$ cat src/rtl/gpio_pkg.sv
`timescale 1ns/1ps
package gpio_pkg;
  typedef enum logic [1:0] {
    OP_WRITE  = 2'd0,
    OP_SET    = 2'd1,
    OP_CLEAR  = 2'd2,
    OP_TOGGLE = 2'd3
  } alias_op_e;

  localparam int RI_DOUT = 0;
  localparam int RI_DIN  = 1;
  localparam int RI_OE   = 2;
  localparam int RI_SRC  = 3;
  localparam int RI_IEN  = 4;
  localparam int RI_LVL  = 5;
  localparam int RI_POL  = 6;
  localparam int RI_STAT = 7;
endpackage

$ cat src/rtl/gpio_alias_reg.sv
`timescale 1ns/1ps
module gpio_alias_reg import gpio_pkg::*; #(
  parameter int W = 32
) (
  input  logic         clk,
  input  logic         rst_n,
  input  logic         we,
  input  alias_op_e    op,
  input  logic [W-1:0] wdata,
  output logic [W-1:0] q
);
  always_ff @(posedge clk or negedge rst_n) begin
    if (!rst_n) begin
      q <= '0;
    end else if (we) begin
      case (op)
        OP_WRITE:  q <= wdata;
        OP_SET:    q <= q | wdata;
        OP_CLEAR:  q <= q & ~wdata;
        default:   q <= q ^ wdata;
      endcase
    end
  end
endmodule

$ cat src/rtl/gpio_sync.sv
`timescale 1ns/1ps
module gpio_sync #(
  parameter int W = 32
) (
  input  logic         clk,
  input  logic         rst_n,
  input  logic [W-1:0] d,
  output logic [W-1:0] q
);
  logic [W-1:0] stage1;

  always_ff @(posedge clk or negedge rst_n) begin
    if (!rst_n) begin
      stage1 <= '0;
      q      <= '0;
    end else begin
      stage1 <= d;
      q      <= stage1;
    end
  end
endmodule

$ cat src/rtl/gpio_irq_detect.sv
`timescale 1ns/1ps
module gpio_irq_detect #(
  parameter int W = 32
) (
  input  logic         clk,
  input  logic         rst_n,
  input  logic [W-1:0] level,
  input  logic [W-1:0] src,
  input  logic [W-1:0] lvl,
  input  logic [W-1:0] pol,
  input  logic [W-1:0] clr,
  output logic [W-1:0] stat
);
  logic [W-1:0] prev;
  logic [W-1:0] match;
  logic [W-1:0] changed_to_match;
  logic [W-1:0] event_now;

  // pin equals its selected sense value
  assign match            = ~(level ^ pol);
  assign changed_to_match = match & (level ^ prev);
  assign event_now        = src & ((lvl & match) | (~lvl & changed_to_match));

  always_ff @(posedge clk or negedge rst_n) begin
    if (!rst_n) begin
      prev <= '0;
      stat <= '0;
    end else begin
      prev <= level;
      // new event wins over a clear in the same cycle
      stat <= (stat & ~clr) | event_now;
    end
  end
endmodule

$ cat src/rtl/gpio_irq_port.sv
`timescale 1ns/1ps
module gpio_irq_port import gpio_pkg::*; #(
  parameter int NPINS     = 32,
  parameter int AW        = 8,
  parameter bit HIGH_LINE = 1'b1
) (
  input  logic             clk,
  input  logic             rst_n,
  input  logic             bus_valid,
  input  logic             bus_write,
  input  logic [AW-1:0]    bus_addr,
  input  logic [NPINS-1:0] bus_wdata,
  output logic [NPINS-1:0] bus_rdata,
  input  logic [NPINS-1:0] pad_in,
  output logic [NPINS-1:0] pad_out,
  output logic [NPINS-1:0] pad_oe,
  output logic             irq_main,
  output logic             irq_high
);
  localparam int OP_LSB  = 2;
  localparam int IDX_LSB = 4;
  localparam int IDXW    = 3;
  localparam int NREGS   = 1 << IDXW;
  localparam int HALF    = NPINS / 2;

  logic [IDXW-1:0]  idx;
  alias_op_e        op;
  logic             hit;
  logic             wr;
  logic [NPINS-1:0] regs [NREGS];
  logic [NPINS-1:0] din_sync;
  logic [NPINS-1:0] stat;
  logic [NPINS-1:0] clr_mask;
  logic [NPINS-1:0] src;
  logic [NPINS-1:0] ien;
  logic [NPINS-1:0] pending;

  assign idx = bus_addr[IDX_LSB +: IDXW];
  assign op  = alias_op_e'(bus_addr[OP_LSB +: 2]);
  assign hit = (bus_addr[OP_LSB-1:0] == '0) &&
               ((bus_addr >> (IDX_LSB + IDXW)) == '0);
  assign wr  = bus_valid && bus_write && hit;

  for (genvar r = 0; r < NREGS; r++) begin : g_reg
    if (r == RI_DIN) begin : g_din
      assign regs[r] = din_sync;
    end else if (r == RI_STAT) begin : g_stat
      assign regs[r] = stat;
    end else begin : g_cfg
      gpio_alias_reg #(.W(NPINS)) u_reg (
        .clk   (clk),
        .rst_n (rst_n),
        .we    (wr && (idx == IDXW'(r))),
        .op    (op),
        .wdata (bus_wdata),
        .q     (regs[r])
      );
    end
  end

  assign clr_mask = (wr && idx == IDXW'(RI_STAT) && op == OP_CLEAR) ? bus_wdata : '0;

  gpio_sync #(.W(NPINS)) u_sync (
    .clk   (clk),
    .rst_n (rst_n),
    .d     (pad_in),
    .q     (din_sync)
  );

  assign src = regs[RI_SRC];
  assign ien = regs[RI_IEN];

  gpio_irq_detect #(.W(NPINS)) u_det (
    .clk   (clk),
    .rst_n (rst_n),
    .level (din_sync),
    .src   (src),
    .lvl   (regs[RI_LVL]),
    .pol   (regs[RI_POL]),
    .clr   (clr_mask),
    .stat  (stat)
  );

  assign pad_out   = regs[RI_DOUT];
  assign pad_oe    = regs[RI_OE];
  assign bus_rdata = hit ? regs[idx] : '0;
  assign pending   = stat & ien;

  if (HIGH_LINE) begin : g_split
    assign irq_main = |pending[HALF-1:0];
    assign irq_high = |pending[NPINS-1:HALF];
  end else begin : g_single
    assign irq_main = |pending;
    assign irq_high = 1'b0;
  end
endmodule

$ cat config.mk
export PLATFORM = sky130hd
export DESIGN_NAME = gpio_irq_port
export DESIGN_NICKNAME = d
export VERILOG_FILES = /design/src/rtl/gpio_pkg.sv /design/src/rtl/gpio_alias_reg.sv /design/src/rtl/gpio_sync.sv /design/src/rtl/gpio_irq_detect.sv /design/src/rtl/gpio_irq_port.sv
export SDC_FILE = /design/constraint.sdc
export NUM_CORES = 1
export LEC_CHECK = 0
export ABC_AREA = 0
export BUFFER_PORTS_ARGS = -buffer_cell sky130_fd_sc_hd__buf_2
export CORE_UTILIZATION = 40
export CTS_CLUSTER_SIZE = 24
export DETAILED_ROUTE_END_ITERATION = 8
export PLACE_DENSITY = 0.7
export SYNTH_ARGS = -nofsm -noshare
export SYNTH_HDL_FRONTEND = slang
export SYNTH_SLANG_ARGS = --single-unit
export TNS_END_PERCENT = 5
$ cat constraint.sdc
create_clock -name clk -period 1.7 [get_ports clk]
set_input_delay 0.255 -clock clk [delete_from_list [all_inputs] [get_ports clk]]
set_output_delay 0.255 -clock clk [all_outputs]
set_load 0.03 [all_outputs]
==> results.md <==
- Status: finished with violations
- Failing checks: negative setup slack
- Mapped Nets: 2937
- Worst VDD drop: 616 uV
- Via count: 20541
- Die Area: 61900 um2
- Fmax: 0.444 GHz
- CTS clock-pin slew for the worst setup and hold paths: 0.06 ns
- Synthesized instance count: 2477
- Minimum clock period: 2.25 ns
- Tot Pwr: 0.0230 W
- CTS tree: yes
- Synth Register Bits: 320
- Pleak: 13.6 nW
- Routed wire per std cell: 21.0 um
- Final ANT Viol Nets: 0
- Layout cells sized above 1: 29.8%
- Max_cap viols: 0
- CTS buffer count: 41
- Critical Path End Type: output pin
- CTS root buf: clkbuf_16
- Worst Path Required: 1.44 ns
- # setup viols final: 44
- Sum Neg Setup Slack: -14.08 ns
- Total routed wirelength: 74800 um
- Synth warn: 0
- Initial core utilization: 40.4%
- Via-to-Cell Ratio: 5.75
- Synth Area per Inst: 9.83 um2
- Die extent in y: 249 um
- Unrepaired setup endpoints after global routing: true
- Synth unique cells: 43
- Vias in the first global route: 21383
- Chip width: 249 um
- Slew HR: 58.8%
- Final-report max-slew violation count: 0
- Crit Path Class: reg2out
- Clock sinks: 320
- Initial antenna violation count: 2
- Routability cong.: 0.884
- Final period util: 133%
- Nets: 3222
- Global Route Usage Sum: 23.9%
- Worst skew pair latency: 0.57 ns
- Cell row count: 90
- CP max FO: 3
- DRC Markers: 0
- First DRT Iteration DRCs: 1568
- Commonest non-fill, non-tap cell in the layout: ha_1
- Gr ovfl total: 0
- Actual slew at the worst max-slew pin: 0.618 ns
- Post-DP HPWL: 53200 um
- IO Port Bufs: 173
- Fin. Hold Viols: 0
- Worst Slack Setup Final: -0.554 ns
- Core Footprint: 60200 um2
- Commonest cells after routing, fill and taps aside: 384 x ha_1, 298 x dfrtp_1, 279 x a21oi_1, 261 x a211oi_1
- Hold Crit Class: in2reg
- WP data arrival: 2.00 ns
- Sequential area share after synthesis: 32.9%
- Post-synthesis instance area: 24400 um2
- Pin count of the biggest net entering global routing: 121
- First-pass iteration count of the detailed router: 6
- Power per Cell Area: 773 nW/um2
- Max clock buf depth: 3
- Startpoint types: flip-flop
- H-tree levels: 2
- First-pass GRT wire length: 119000 um
- Area growth, synth to finish: 22.3%
- I/O Pins: 174
- Worst Clk Skew: 0.0151 ns
-- path summary, 6_finish.rpt --
check	cells after the start	endpoint	startpoint	slack, ns
max	5	bus_rdata[7]	g_reg[3].g_cfg.u_reg.q[7]$_DFFE_PN0P_	-0.55
min	3	u_det.stat[10]$_DFF_PN0_	bus_wdata[10]	0.02
max reg2reg	6	g_reg[2].g_cfg.u_reg.q[26]$_DFFE_PN0P_	g_reg[2].g_cfg.u_reg.q[26]$_DFFE_PN0P_	0.11
min reg2reg	0	u_sync.q[28]$_DFF_PN0_	u_sync.stage1[28]$_DFF_PN0_	0.34
max in group asynchronous	3	u_sync.q[30]$_DFF_PN0_	rst_n	0.80
min in group asynchronous	3	g_reg[4].g_cfg.u_reg.q[30]$_DFFE_PN0P_	rst_n	0.28
-- synthesized netlist by cell type --
cell       count  area (um2)
or3_1          1        6.26
buf_1         17        63.8
a211oi_2      28         350
o22ai_1       12        75.1
buf_4         65         488
mux4_2        27         608
mux2i_1        3        30.0
and2_1         2        12.5
nand4_1        4        25.0
buf_2         28         140
o21ai_0       43         215
dfrtp_1      320        8010
inv_1        225         845
o211ai_1      36         270
a221oi_1       9        78.8
nor4b_1        1        8.76
nor2b_1        1        6.26
o2111ai_1     11        96.3
a211oi_1     261        1960
nand3_1        2        10.0
nand4b_1       1        8.76
o2bb2ai_1     21         184
clkbuf_1     116         435
ha_1         384        4800
xnor2_1       22         193
nor4_2         1        12.5
o31ai_1        1        7.51
a32o_1        11         110
nand3b_1       1        7.51
nor3_1        23         115
nor4_4         1        21.3
mux2_2       203        2290
o221ai_1      10        87.6
a21oi_1      301        1510
nand2b_1       2        12.5
a21boi_0      21         158
nor2_1       123         462
a22o_1        16         140
nand2_1      116         435
or4b_4         1        13.8
buf_6          4        45.0
o311ai_0       1        8.76
nor3b_1        1        7.51
-- cell families after synthesis --
| kind of cell | count (synthesis) | share of synthesized area (%) |
|---|---|---|
| AO/OA/AOI/OAI | 782 | 21.5 |
| XOR/XNOR | 22 | 0.791 |
| adder cells (fa/ha/maj) | 384 | 19.7 |
| buffers and inverters | 455 | 8.28 |
| flip-flops | 320 | 32.9 |
| multiplexers | 233 | 12.0 |
| AND/OR/NAND/NOR | 281 | 4.78 |
-- worst max-delay path, stage by stage (launching register included) --
cell	delay [ns]
dfrtp_1	0.39
inv_2	0.07
o211ai_1	0.16
o31ai_1	0.11
a221oi_2	0.45
buf_4	0.25
-- where the power goes --
| part | leakage (nW) | switching (W) | total, W | internal (W) |
|---|---|---|---|---|
| Clock | 0.617 | 0.00358 | 0.00848 | 0.00490 |
| Combinational | 9.46 | 0.00315 | 0.00573 | 0.00258 |
| Sequential | 3.55 | 0.000633 | 0.00883 | 0.00820 |
-- what timing repair did --
action | 4_1_cts | 5_1_grt
setup endpoints to repair | 34 | 67
pin swaps | 43 | 9
buffers inserted | 1 | 4
hold endpoints to repair | 228 | 0
resized for setup | 104 | 22
hold buffers | 41 | 0
-- registers in the layout (all words and copies together) (netlist names) --
signal           count
g.g_cfg.u_reg.q    192
u_det.stat          32
u_det.prev          32
u_sync.stage1       32
u_sync.q            32
-- metrics by stage --
step	hold slack (ns)	area [um2]	cells	util (%)	setup slack (ns)
global route	0.0101	29800	3569	49.4	-0.582
floorplan	-0.0406	24500	2477	-	-0.166
finish	0.0215	29800	3570	49.4	-0.554
detailed placement	0.288	27700	3456	45.9	-0.475
CTS	0.00293	29700	3566	49.3	-0.564
global placement	0.297	27700	3456	45.9	-0.436
-- cell type report --
cell class | count | area, um2
fillers | 5271 | 30500
inverters | 225 | 848
clock inverters | 7 | 51.3
clock buffers | 61 | 1210
well taps | 782 | 978
flip-flops and latches | 320 | 8040
diodes | 1 | 2.50
repair buffers | 472 | 4040
multi-input cells | 1702 | 14600
-- metal layers --
| layer | track usage (%) | wire length, um | vias up |
|---|---|---|---|
| met5 | 0 | 0 | - |
| li1 | - | - | 9458 |
| met2 | 40.3 | 36000 | 703 |
| met1 | 30.7 | 31300 | 10227 |
| met4 | 9.37 | 2800 | 0 |
| met3 | 3.77 | 4770 | 153 |
Power figures use the tool's default switching activity.
